<file path="src/rtl/pwm_aq_pkg.sv">
package pwm_aq_pkg;
  localparam int AQ_ADDR_W = 5;

  localparam logic [AQ_ADDR_W-1:0] OFS_CMP_A   = 5'h12;
  localparam logic [AQ_ADDR_W-1:0] OFS_CMP_B   = 5'h14;
  localparam logic [AQ_ADDR_W-1:0] OFS_ACT_A   = 5'h16;
  localparam logic [AQ_ADDR_W-1:0] OFS_ACT_B   = 5'h18;
  localparam logic [AQ_ADDR_W-1:0] OFS_FRC_CTL = 5'h1A;
  localparam logic [AQ_ADDR_W-1:0] OFS_FRC_SET = 5'h1C;

  typedef enum logic [1:0] {
    ACT_NONE   = 2'b00,
    ACT_LOW    = 2'b01,
    ACT_HIGH   = 2'b10,
    ACT_TOGGLE = 2'b11
  } actCode_e;

  typedef enum logic [1:0] {
    RLD_ZERO   = 2'b00,
    RLD_PRD    = 2'b01,
    RLD_EITHER = 2'b10,
    RLD_NOW    = 2'b11
  } rldMode_e;

  // decoded action fields, only the bits that carry meaning
  typedef struct packed {
    logic [1:0] cmpB;
    logic [1:0] cmpA;
    logic [1:0] prd;
    logic [1:0] zero;
  } actSet_t;

  typedef struct packed {
    logic drvLo;
    logic drvHi;
    logic tgl;
  } pinStb_t;

  typedef struct packed {
    pinStb_t [1:0] pin;
    logic          loadForce;
  } ctrlStb_t;
endpackage

</file>
<file path="src/rtl/pwm_aq_ctrl.sv">
module pwm_aq_ctrl
  import pwm_aq_pkg::*;
#(
  parameter int CNT_W = 16
) (
  input  logic             tick,
  input  logic             zeroStb,
  input  logic             prdStb,
  input  logic             cntUp,
  input  logic [CNT_W-1:0] cntVal,
  input  logic [CNT_W-1:0] cmpA,
  input  logic [CNT_W-1:0] cmpB,
  input  actSet_t          actA,
  input  actSet_t          actB,
  input  logic [1:0]       rldMode,
  input  logic [3:0]       forceShd,
  input  logic [3:0]       forceAct,
  output ctrlStb_t         stb
);
  localparam int NUM_PIN = 2;

  logic evZero, evPrd, evCmpA, evCmpB;
  assign evZero = tick && zeroStb;
  assign evPrd  = tick && prdStb;
  assign evCmpA = tick && cntUp && (cntVal == cmpA);
  assign evCmpB = tick && cntUp && (cntVal == cmpB);

  logic loadNow;
  always_comb begin
    unique case (rldMode_e'(rldMode))
      RLD_ZERO:   loadNow = evZero;
      RLD_PRD:    loadNow = evPrd;
      RLD_EITHER: loadNow = evZero || evPrd;
      default:    loadNow = tick;
    endcase
  end

  logic [3:0] forceNext;
  assign forceNext = loadNow ? forceShd : forceAct;

  actSet_t [NUM_PIN-1:0] actV;
  assign actV = {actB, actA};

  pinStb_t [NUM_PIN-1:0] pinV;

  for (genvar g = 0; g < NUM_PIN; g++) begin : g_pin
    logic [1:0] evCode;
    logic [1:0] frc;
    logic       frcOn;
    assign frc   = forceNext[2*g+1:2*g];
    assign frcOn = (frc == ACT_LOW) || (frc == ACT_HIGH);

    // later checks override earlier ones: lowest priority first
    always_comb begin
      evCode = ACT_NONE;
      if (evZero && actV[g].zero != ACT_NONE) evCode = actV[g].zero;
      if (evPrd  && actV[g].prd  != ACT_NONE) evCode = actV[g].prd;
      if (evCmpA && actV[g].cmpA != ACT_NONE) evCode = actV[g].cmpA;
      if (evCmpB && actV[g].cmpB != ACT_NONE) evCode = actV[g].cmpB;
    end

    assign pinV[g].drvLo = tick && (frcOn ? (frc == ACT_LOW)  : (evCode == ACT_LOW));
    assign pinV[g].drvHi = tick && (frcOn ? (frc == ACT_HIGH) : (evCode == ACT_HIGH));
    assign pinV[g].tgl   = tick && !frcOn && (evCode == ACT_TOGGLE);
  end

  assign stb = {pinV, loadNow};
endmodule

</file>
<file path="src/rtl/pwm_aq_dpath.sv">
module pwm_aq_dpath
  import pwm_aq_pkg::*;
#(
  parameter int CNT_W  = 16,
  parameter int DATA_W = 16
) (
  input  logic                 clk,
  input  logic                 rstN,
  input  logic                 regWe,
  input  logic [AQ_ADDR_W-1:0] regAddr,
  input  logic [DATA_W-1:0]    regWdata,
  input  ctrlStb_t             stb,
  output logic [CNT_W-1:0]     cmpA,
  output logic [CNT_W-1:0]     cmpB,
  output actSet_t              actA,
  output actSet_t              actB,
  output logic [1:0]           rldMode,
  output logic [3:0]           forceShd,
  output logic [3:0]           forceAct,
  output logic [1:0]           pwmOut
);
  localparam int NUM_PIN = 2;

  actSet_t wrAct;
  assign wrAct = '{cmpB: regWdata[9:8], cmpA: regWdata[5:4],
                   prd: regWdata[3:2], zero: regWdata[1:0]};

  always_ff @(posedge clk or negedge rstN) begin
    if (!rstN) begin
      cmpA     <= '0;
      cmpB     <= '0;
      actA     <= '0;
      actB     <= '0;
      rldMode  <= '0;
      forceShd <= '0;
    end else if (regWe) begin
      unique case (regAddr)
        OFS_CMP_A:   cmpA     <= regWdata[CNT_W-1:0];
        OFS_CMP_B:   cmpB     <= regWdata[CNT_W-1:0];
        OFS_ACT_A:   actA     <= wrAct;
        OFS_ACT_B:   actB     <= wrAct;
        OFS_FRC_CTL: rldMode  <= regWdata[7:6];
        OFS_FRC_SET: forceShd <= regWdata[3:0];
        default: ;
      endcase
    end
  end

  always_ff @(posedge clk or negedge rstN) begin
    if (!rstN)              forceAct <= '0;
    else if (stb.loadForce) forceAct <= forceShd;
  end

  for (genvar g = 0; g < NUM_PIN; g++) begin : g_out
    always_ff @(posedge clk or negedge rstN) begin
      if (!rstN)                 pwmOut[g] <= 1'b0;
      else if (stb.pin[g].drvLo) pwmOut[g] <= 1'b0;
      else if (stb.pin[g].drvHi) pwmOut[g] <= 1'b1;
      else if (stb.pin[g].tgl)   pwmOut[g] <= ~pwmOut[g];
    end
  end
endmodule

</file>
<file path="src/rtl/pwm_action_qual.sv">
module pwm_action_qual
  import pwm_aq_pkg::*;
#(
  parameter int CNT_W  = 16,
  parameter int DATA_W = 16
) (
  input  logic                 clk,
  input  logic                 rstN,
  input  logic                 tbTick,
  input  logic                 cntZero,
  input  logic                 cntPrd,
  input  logic                 cntUp,
  input  logic [CNT_W-1:0]     cntVal,
  input  logic                 regWe,
  input  logic [AQ_ADDR_W-1:0] regAddr,
  input  logic [DATA_W-1:0]    regWdata,
  output logic                 pwmA,
  output logic                 pwmB
);
  logic [CNT_W-1:0] cmpA, cmpB;
  actSet_t          actA, actB;
  logic [1:0]       rldMode;
  logic [3:0]       forceShd, forceAct;
  logic [1:0]       pwmOut;
  ctrlStb_t         stb;

  pwm_aq_ctrl #(.CNT_W(CNT_W)) ctrl_i (
    .tick(tbTick), .zeroStb(cntZero), .prdStb(cntPrd), .cntUp(cntUp),
    .cntVal(cntVal), .cmpA(cmpA), .cmpB(cmpB), .actA(actA), .actB(actB),
    .rldMode(rldMode), .forceShd(forceShd), .forceAct(forceAct), .stb(stb)
  );

  pwm_aq_dpath #(.CNT_W(CNT_W), .DATA_W(DATA_W)) dpath_i (
    .clk(clk), .rstN(rstN), .regWe(regWe), .regAddr(regAddr),
    .regWdata(regWdata), .stb(stb), .cmpA(cmpA), .cmpB(cmpB),
    .actA(actA), .actB(actB), .rldMode(rldMode), .forceShd(forceShd),
    .forceAct(forceAct), .pwmOut(pwmOut)
  );

  assign pwmA = pwmOut[0];
  assign pwmB = pwmOut[1];
endmodule

</file>
<file path="config.mk">
export PLATFORM = sky130hd
export DESIGN_NAME = pwm_action_qual
export DESIGN_NICKNAME = d
export VERILOG_FILES = /design/src/rtl/pwm_aq_pkg.sv /design/src/rtl/pwm_aq_ctrl.sv /design/src/rtl/pwm_aq_dpath.sv /design/src/rtl/pwm_action_qual.sv
export SDC_FILE = /design/constraint.sdc
export NUM_CORES = 1
export LEC_CHECK = 0
export CAP_MARGIN = 5
export CORE_MARGIN = 3
export CORE_UTILIZATION = 30
export CTS_BUF_LIST = sky130_fd_sc_hd__clkbuf_16
export CTS_CLUSTER_DIAMETER = 30
export CTS_CLUSTER_SIZE = 20
export DETAILED_ROUTE_END_ITERATION = 16
export DONT_BUFFER_PORTS = 1
export MAX_ROUTING_LAYER = met4
export SLEW_MARGIN = 25
export SYNTH_ARGS = -nofsm -noshare
export SYNTH_HDL_FRONTEND = slang
export SYNTH_SLANG_ARGS = --single-unit
export TNS_END_PERCENT = 10
</file>
<file path="constraint.sdc">
create_clock -name clk -period 2.3 [get_ports clk]
set_input_delay 0.23 -clock clk [delete_from_list [all_inputs] [get_ports clk]]
set_output_delay 0.23 -clock clk [all_outputs]
set_load 0.01 [all_outputs]
</file>
==> results of run 1 <==
==> worst max-delay path by stage <==
stage                       startpoint           endpoint  slack [ps]  cells past startpoint
global placement    dpath_i.rldMode[0]  dpath_i.pwmOut[0]         220                      6
global route        dpath_i.rldMode[0]  dpath_i.pwmOut[0]          30                      8
CTS                 dpath_i.rldMode[0]  dpath_i.pwmOut[0]         170                      8
finish              dpath_i.rldMode[0]  dpath_i.pwmOut[0]         170                      8
detailed placement  dpath_i.rldMode[0]  dpath_i.pwmOut[0]         180                      8
floorplan           dpath_i.rldMode[0]  dpath_i.pwmOut[0]         170                      6
==> layer usage <==
metal / track usage [%] / vias to the layer above
met1: 16.3 / 910
met4: 5.83 / 0
li1: - / 866
met2: 19.0 / 46
met3: 4.41 / 11
met5: - / -
==> kinds of logic after synthesis <==
group | after synthesis | synth area share (%)
buffers and inverters | 13 | 1.98
flip-flops | 60 | 50.5
multiplexers | 60 | 22.7
XOR/XNOR | 32 | 9.44
AND/OR/NAND/NOR | 40 | 7.79
adder cells (fa/ha/maj) | 4 | 1.68
AO/OA/AOI/OAI | 24 | 5.90
==> timing repair <==
item,4_1_cts,5_1_grt
hold endpoints to repair,60,0
hold buffers,2,0
gates resized for setup,0,0
==> where the power goes <==
| part | internal, mW | leakage [nW] | switching, mW |
|---|---|---|---|
| sequential | 1.29 | 0.763 | 0.172 |
| combinational | 0.373 | 0.643 | 0.268 |
| clock | 0.842 | 0.146 | 0.493 |
==> registers in the layout, indices dropped and copies added, names as in the netlist, named ones only <==
register,count
dpath_i.pwmOut,2
dpath_i.actB,8
dpath_i.rldMode,2
dpath_i.forceAct,2
dpath_i.forceShd,4
dpath_i.cmpA,16
dpath_i.actA,8
dpath_i.cmpB,16
==> synthesized netlist by cell type, drive strengths merged (2+ instances only) <==
master	number	area share, %
nand2	10	1.3
a21oi	8	1.3
buf	4	0.84
xor2	20	5.9
o21a	2	0.51
clkbuf	2	0.25
nor3b	2	0.67
mux2i	2	0.67
a31oi	3	0.63
nor4	6	1.3
dfrtp	60	51
inv	7	0.88
nand3b	3	0.76
nand4	2	0.42
xnor2	12	3.5
ha	4	1.7
a32o	2	0.67
nor2	3	0.38
nand3	5	0.84
and2	2	0.42
mux2	58	22
o31ai	2	0.51
==> placed cells by master (no fill, tap or decap), types with 2 or more instances in the layout <==
cell type   n
dfrtp_1    60
mux2_2     58
xor2_1     20
xnor2_1    12
nand2_1    10
clkbuf_16   9
a21oi_1     8
inv_1       7
nor4_1      6
nand3_1     5
ha_1        4
clkinv_4    4
nand3b_1    3
a31oi_1     3
nor2_1      3
buf_4       3
mux2i_1     2
a32o_1      2
nand4_1     2
and2_1      2
o21a_1      2
o31ai_1     2
==> area by class of cell <==
cell class / instances / area share (%)
repair buffers: 5 / 1.73
flip-flops and latches: 60 / 43.4
inverters: 7 / 0.759
clock inverters: 7 / 2.24
clock buffers: 9 / 6.51
multi-input cells: 160 / 40.7
well taps: 129 / 4.66
==> stage by stage <==
step / power [mW] / cells
after global placement: 2.07 / 359
after detailed placement: 2.09 / 359
after global routing: 3.64 / 377
after floorplan: 1.96 / 233
final: 3.43 / 377
after CTS: 3.47 / 377
==> flow_summary_export.csv, run 1 <==
group,metric,value,unit
cells_and_area,seq_area,1500,µm²
cells_and_area,nets,291,
cells_and_area,num-fill-cells,919,
grt,antenna_found_initial,0,
status,status,"finished clean",
sta,maxSlewHeadroom,46.9,%
detailed_routing,drc,0,
sta,finalSetupViolations,0,
sta,skew,5.69,ps
hold_path,whs_path_depth,1,
detailed_routing,drtIter0Drc,107,
sta,hold_viol,0,
cts,htreeDepth,3,
yosys,avgSynthCellArea,12.7,µm²
critical_path,r2r_end,"dpath_i.pwmOut[0]",
yosys,synth_ff_type,"dfrtp_1",
yosys,ys_types,39,
detailed_routing,post_drt_wl_per_cell,17.1,µm
cells_and_area,multiInputGateArea,1410,µm²
die,core_area,9420,µm²
cts,numClockSinks,60,
grt,grt_pass1_wl,10700,µm
cts,tritoncts,"done",
grt,first_global_vias,1986,
grt,overflow,0,
die,rows,35,
sta,setup_tns,0,ps
critical_path,crit_fanout,4,
critical_path,crit_type,"register to register",
die,die_h,106,µm
sta,timing.hold.ws,43.6,ps
detailed_routing,vias_per_cell,4.86,
yosys,async_reset_ff_share,100,%
critical_path,r2r_slack,170,ps
detailed_routing,topRoutingLayerUsed,"met4",
critical_path,cp_num_buf_inv,1,
cts,root_buffer,"clkbuf_16",
detailed_routing,wirelength,6470,µm
yosys,syn_nets,281,
yosys,seq_area_frac_synth,50.5,%
job,drv_cap,0,
cells_and_area,design_area,3460,µm²
place,dp_hpwl,4790,µm
die,initial_core_util,31.5,%
sta,timing.final.ws_setup,168,ps
critical_path,startpoint_type,"register",
die,num_io_pins,46,
hold_path,hp-class,"input pin to register",
detailed_routing,dr_wl_met3,503,µm
critical_path,critPathMaxStageDelay,400,ps
detailed_routing,wl_met1,2880,µm
sta,worstMarginPinSlew,797,ps
sta,max_freq,469,MHz
sta,rsz0062_at_grt,"no",
place,placed_area,3120,µm²
cts,ctsLongestPathBuffers,2,
cells_and_area,drive_above_1_share,33.1,%
die,die-area,11100,µm²
detailed_routing,drt_pre_antenna_iters,4,
place,port_buffers,0,
detailed_routing,num_vias,1833,
yosys,syn_area,2970,µm²
pwr,p_per_area,992,nW/µm²
pwr,leakage,1.55,nW
hold_path,hp-start,"regWdata[11]",
sta,period_share,92.7,%
sta,period_minus_slack,2130,ps
critical_path,cp_slowest_cell,"dfrtp_1",
cts,clk_latency,330,ps
critical_path,timing.rr.start,"dpath_i.rldMode[0]",
critical_path,cp_cell_sequence,"nor2b_1, a211o_1, o311ai_2, mux2_2, ha_1, inv_1, a31o_2, o31ai_1",
sta,finalMaxSlewViolations,0,
pwr,vdd_ir_drop_max,0.000323,V
critical_path,crit_required,2540,ps
critical_path,crit_family,"compound AO/OA/AOI/OAI gates",
cts,numCtsBuffers,9,
cells_and_area,post-route-util,36.8,%
grt,grt_max_degree,61,
critical_path,cp-end-kind,"register",
place,pre_cts_slack,175,ps
critical_path,worstPathArrival,2370,ps
cells_and_area,area_delta_synth_final,16.6,%
detailed_routing,ant_nets,0,
cells_and_area,antenna_cells,0,
grt,grt.total_usage,13.0,%
yosys,ys_ff_latch,60,
yosys,syn_inst,233,
cts,clk_pin_slew,60,ps
cts,post_cts_buffers,0,
critical_path,ff2ff_path_depth,8,
yosys,yosys_warnings,0,
place,gp_congestion,0.776,
detailed_routing,wl_met2,2940,µm
hold_path,holdPathEnd,"dpath_i.cmpB[11]",
die,die_w,106,µm
yosys,synth_enable_flop_cells,0,
No activity file was read; power rests on OpenSTA's default activity.
==> inputs of run 2 (changes only) <==
CORE_MARGIN = 1.5   (was 3)
==> flow_summary_export.csv, run 2 (same netlist as run 1, synthesis figures left out) <==
group,metric,value,unit
hold_path,hp-class,"input pin to register",
sta,finalMaxSlewViolations,0,
sta,period_minus_slack,2160,ps
sta,worstMarginPinSlew,777,ps
critical_path,ff2ff_path_depth,8,
detailed_routing,drt_pre_antenna_iters,4,
place,port_buffers,0,
detailed_routing,wirelength,6290,µm
detailed_routing,drtIter0Drc,113,
hold_path,hp-start,"regWdata[14]",
sta,rsz0062_at_grt,"no",
pwr,p_seq_share,43.5,%
die,core_area,9680,µm²
critical_path,worstPathArrival,2390,ps
cells_and_area,area_delta_synth_final,16.1,%
cells_and_area,nets,290,
detailed_routing,vias_per_cell,4.75,
pwr,p_per_area,976,nW/µm²
sta,hold_viol,0,
critical_path,r2r_end,"dpath_i.pwmOut[0]",
pwr,pwr-share-clk,37.1,%
pwr,swShare,26.3,%
pwr,power_frac_comb,19.5,%
detailed_routing,drc,0,
critical_path,crit_fanout,6,
grt,grt_max_degree,61,
cells_and_area,final_cells,379,
die,num_io_pins,46,
cells_and_area,final_cell_mix,"dfrtp_1, mux2_2, xor2_1, xnor2_1, nand2_1",
cts,tritoncts,"done",
pwr,vdd_ir_drop_max,0.000341,V
place,placed_area,3120,µm²
detailed_routing,num_vias,1800,
cells_and_area,antenna_cells,0,
critical_path,timing.rr.start,"dpath_i.rldMode[0]",
pwr,switchingPower,886,µW
place,gp_congestion,0.778,
die,die_h,103,µm
critical_path,r2r_slack,140,ps
die,initial_core_util,30.7,%
cts,htreeDepth,3,
sta,setup_tns,0,ps
cells_and_area,top_regs,"dpath_i.cmpA x16, dpath_i.cmpB x16",
critical_path,startpoint_type,"register",
grt,overflow,0,
detailed_routing,ant_nets,0,
cts,numClockSinks,60,
sta,timing.final.ws_setup,139,ps
grt,grt.total_usage,13.6,%
grt,first_global_vias,1828,
die,die_w,103,µm
cells_and_area,layout_commonest_cell,"dfrtp_1",
cts,ctsLongestPathBuffers,2,
place,numPlacedInstances,362,
cells_and_area,drive_above_1_share,30.9,%
critical_path,crit_required,2530,ps
job,drv_cap,0,
critical_path,crit_type,"register to register",
place,pre_cts_slack,13.2,ps
cts,clk_latency,330,ps
sta,skew,7.02,ps
cells_and_area,post-route-util,35.6,%
pwr,intPower,2.48,mW
critical_path,cp-end-kind,"register",
hold_path,whs_path_depth,1,
pwr,leakage,1.55,nW
grt,antenna_found_initial,0,
die,rows,36,
sta,maxSlewHeadroom,48.2,%
cells_and_area,design_area,3450,µm²
grt,grt_pass1_wl,9900,µm
sta,max_freq,463,MHz
place,dp_hpwl,4570,µm
hold_path,holdPathEnd,"dpath_i.cmpA[14]",
sta,period_share,94.0,%
cts,clk_pin_slew,50,ps
sta,finalSetupViolations,0,
cts,root_buffer,"clkbuf_16",
detailed_routing,post_drt_wl_per_cell,16.6,µm
die,die-area,10500,µm²
cts,numCtsBuffers,9,
status,status,"finished clean",
==> run 2: cell types whose count changed in the layout (fill, tap and decap cells not counted), sizes merged <==
| cell | before | now |
|---|---|---|
| buf | 4 | 3 |
| clkinv | 5 | 3 |
| clkinvlp | 1 | 0 |
| inv | 7 | 9 |
==> run 2: through the flow <==
stage / hold WS [ps] / power [mW]
after floorplan: -65.6 / 1.96
after CTS: 44.7 / 3.39
after global routing: 41.8 / 3.56
after detailed placement: -63.5 / 2.09
final: 50.4 / 3.37
after global placement: -63.7 / 2.06
==> run 2: cell type report <==
type | count | area, µm²
sequential | 60 | 1500
inverter | 7 | 26.3
clock inverter | 6 | 48.8
timing repair buffer | 4 | 52.6
fill | 931 | 6230
clock buffer | 9 | 225
tap | 133 | 166
multi-input combinational | 160 | 1430
==> run 2: power groups by stage <==
stage / Combinational [mW] / Clock (mW) / Sequential (mW)
floorplan: 0.528 / 0 / 1.43
finish: 0.655 / 1.25 / 1.46
global route: 0.734 / 1.33 / 1.49
global placement: 0.595 / 0 / 1.47
detailed placement: 0.613 / 0 / 1.48
CTS: 0.650 / 1.28 / 1.46
==> run 2: routing by layer <==
layer / up-vias / share of wire, % / global-route usage [%]
li1: 851 / - / -
met2: 47 / 45 / 20.1
met5: - / 0 / -
met1: 889 / 44 / 16.2
met4: 0 / 2.7 / 7.90
met3: 13 / 7.7 / 4.68
==> run 2: worst max path at each step <==
stage | start | to | slack [ps] | cells past startpoint
after global placement | dpath_i.rldMode[0] | dpath_i.pwmOut[0] | 60 | 6
final | dpath_i.rldMode[0] | dpath_i.pwmOut[0] | 140 | 8
after global routing | dpath_i.rldMode[0] | dpath_i.pwmOut[1] | 40 | 9
after floorplan | dpath_i.rldMode[0] | dpath_i.pwmOut[0] | 170 | 6
after CTS | dpath_i.rldMode[0] | dpath_i.pwmOut[0] | 60 | 8
after detailed placement | dpath_i.rldMode[0] | dpath_i.pwmOut[0] | 10 | 6
==> run 2: worst max-delay path: stages, from the launching register on <==
cell	delay [ps]
dfrtp_1	420
nor2b_1	70
a211o_1	300
o311ai_4	150
mux2_4	350
ha_1	320
inv_1	50
a31o_2	210
o31ai_2	200
==> run 2: timing repair <==
action | 4_1_cts | 5_1_grt
setup buffers | 0 | 0
resized for setup | 1 | 2
hold endpoints to repair | 60 | 0
hold buffers | 2 | 0
setup endpoints to repair | 1 | 1
==> inputs of run 3 (changes only) <==
REMOVE_ABC_BUFFERS = 1   (was unset)
==> flow_summary_export.csv, run 3 (same netlist as run 1, synthesis figures left out) <==
group,metric,value,unit
pwr,switchingPower,907,µW
sta,maxSlewHeadroom,49.6,%
sta,finalMaxSlewViolations,0,
detailed_routing,wl_met2,2970,µm
cts,cts_resized,0,
critical_path,worstPathArrival,2380,ps
cts,numClockSinks,60,
sta,finalSetupViolations,0,
cells_and_area,area_delta_synth_final,15.6,%
cells_and_area,drive_above_1_share,32.3,%
sta,rsz0062_at_grt,"no",
critical_path,critPathMaxStageDelay,400,ps
hold_path,hp-class,"input pin to register",
critical_path,crit_type,"register to register",
pwr,leakage,1.54,nW
grt,grt_pass1_wl,10100,µm
place,numPlacedInstances,363,
detailed_routing,drc,0,
cells_and_area,final_cells,381,
grt,overflow,0,
pwr,p_per_area,957,nW/µm²
job,drv_cap,0,
hold_path,holdPathEnd,"dpath_i.cmpB[7]",
detailed_routing,dr_wl_met3,510,µm
sta,skew,5.37,ps
die,die_w,103,µm
critical_path,cp_cell_sequence,"nor2b_1, a211o_1, o311ai_2, mux2_2, ha_1, inv_1, a31o_2, o31ai_1",
pwr,vdd_ir_drop_max,0.000426,V
cells_and_area,layout_commonest_cell,"dfrtp_1",
grt,grt_max_degree,61,
cts,htreeDepth,3,
pwr,power.total,3.29,mW
critical_path,cp_slowest_cell,"dfrtp_1",
sta,period_minus_slack,2150,ps
pwr,pwr-share-clk,36.1,%
detailed_routing,ant_nets,0,
detailed_routing,wirelength,6220,µm
cts,clk_pin_slew,60,ps
hold_path,hp-start,"regWdata[7]",
sta,max_freq,466,MHz
pwr,p_seq_share,44.4,%
detailed_routing,drtIter0Drc,105,
detailed_routing,drt_pre_antenna_iters,4,
detailed_routing,wl_met1,2620,µm
critical_path,startpoint_type,"register",
cells_and_area,nets,291,
critical_path,timing.rr.start,"dpath_i.rldMode[0]",
die,rows,36,
status,status,"finished clean",
die,die-area,10500,µm²
detailed_routing,vias_per_cell,4.72,
detailed_routing,topRoutingLayerUsed,"met4",
critical_path,cp-end-kind,"register",
place,gp_congestion,0.773,
cells_and_area,final_cell_mix,"dfrtp_1, mux2_2, xor2_1, xnor2_1, nand2_1",
sta,hold_viol,0,
critical_path,r2r_end,"dpath_i.pwmOut[0]",
critical_path,r2r_slack,150,ps
grt,first_global_vias,1875,
sta,setup_tns,0,ps
place,dp_hpwl,4670,µm
die,die_h,103,µm
place,port_buffers,0,
die,core_area,9680,µm²
cts,tritoncts,"done",
detailed_routing,post_drt_wl_per_cell,16.3,µm
grt,grt.total_usage,13.7,%
grt,antenna_found_initial,0,
critical_path,crit_required,2530,ps
die,initial_core_util,30.7,%
die,num_io_pins,46,
cts,clk_latency,330,ps
detailed_routing,num_vias,1799,
cts,root_buffer,"clkbuf_16",
pwr,intPower,2.38,mW
cts,ctsLongestPathBuffers,2,
sta,timing.hold.ws,50.3,ps
hold_path,whs_path_depth,1,
sta,period_share,93.3,%
cells_and_area,antenna_cells,0,
critical_path,ff2ff_path_depth,8,
pwr,swShare,27.6,%
cells_and_area,top_regs,"dpath_i.cmpA x16, dpath_i.cmpB x16",
cells_and_area,num-fill-cells,957,
critical_path,crit_fanout,4,
cts,post_cts_buffers,0,
sta,worstMarginPinSlew,755,ps
pwr,power_frac_comb,19.4,%
cts,numCtsBuffers,9,
==> run 3: power groups by stage <==
stage / sequential (mW) / clock, mW / combinational, mW
2_1_floorplan: 1.43 / 0 / 0.523
3_3_place_gp: 1.47 / 0 / 0.598
3_5_place_dp: 1.48 / 0 / 0.613
4_1_cts: 1.46 / 1.22 / 0.646
5_1_grt: 1.49 / 1.27 / 0.722
6_report: 1.46 / 1.19 / 0.638
==> run 3: worst max-delay path by stage <==
stage	start	cells past startpoint	end	slack, ps
after floorplan	dpath_i.rldMode[0]	6	dpath_i.pwmOut[0]	170
after global placement	dpath_i.rldMode[0]	6	dpath_i.pwmOut[0]	210
after detailed placement	dpath_i.rldMode[0]	8	dpath_i.pwmOut[0]	150
after CTS	dpath_i.rldMode[0]	8	dpath_i.pwmOut[0]	140
after global routing	dpath_i.rldMode[0]	6	dpath_i.pwmOut[0]	30
final	dpath_i.rldMode[0]	8	dpath_i.pwmOut[0]	150
==> run 3: layout make-up <==
class / count / area, µm² / share of cell area (%)
multi-input combinational: 160 / 1410 / 41.1
inverter: 7 / 26.3 / 0.765
clock buffer: 9 / 225 / 6.56
clock inverter: 7 / 45.0 / 1.31
sequential: 60 / 1500 / 43.7
tap: 133 / 166 / 4.85
timing repair buffer: 5 / 60.1 / 1.75
==> run 3: layer usage <==
metal | GRT usage [%] | vias up
li1 | - | 859
met1 | 15.9 | 888
met2 | 20.7 | 43
met3 | 5.49 | 9
met4 | 6.32 | 0
met5 | - | -
==> run 3: stage by stage <==
| step | util, % | setup slack, ps | cell area (µm²) |
|---|---|---|---|
| finish | 35.5 | 154 | 3430 |
| global route | 35.5 | 27.1 | 3430 |
| CTS | 35.5 | 138 | 3430 |
| detailed placement | 32.3 | 152 | 3130 |
| global placement | 32.3 | 212 | 3130 |
| floorplan | - | 167 | 2940 |
==> run 3: critical path: cells and delay by family, from the launching register on <==
kind | cells | cell delay, ps
simple gates | 1 | 60
compound gates | 4 | 820
flops | 1 | 400
mux | 1 | 400
fa+ha+maj | 1 | 320
buf+inv | 1 | 40
==> run 3: timing repair <==
action                                  in CTS  in global routing
endpoints found under the hold margin       60                  0
endpoints found under the setup margin       0                  0
hold buffers                                 2                  0
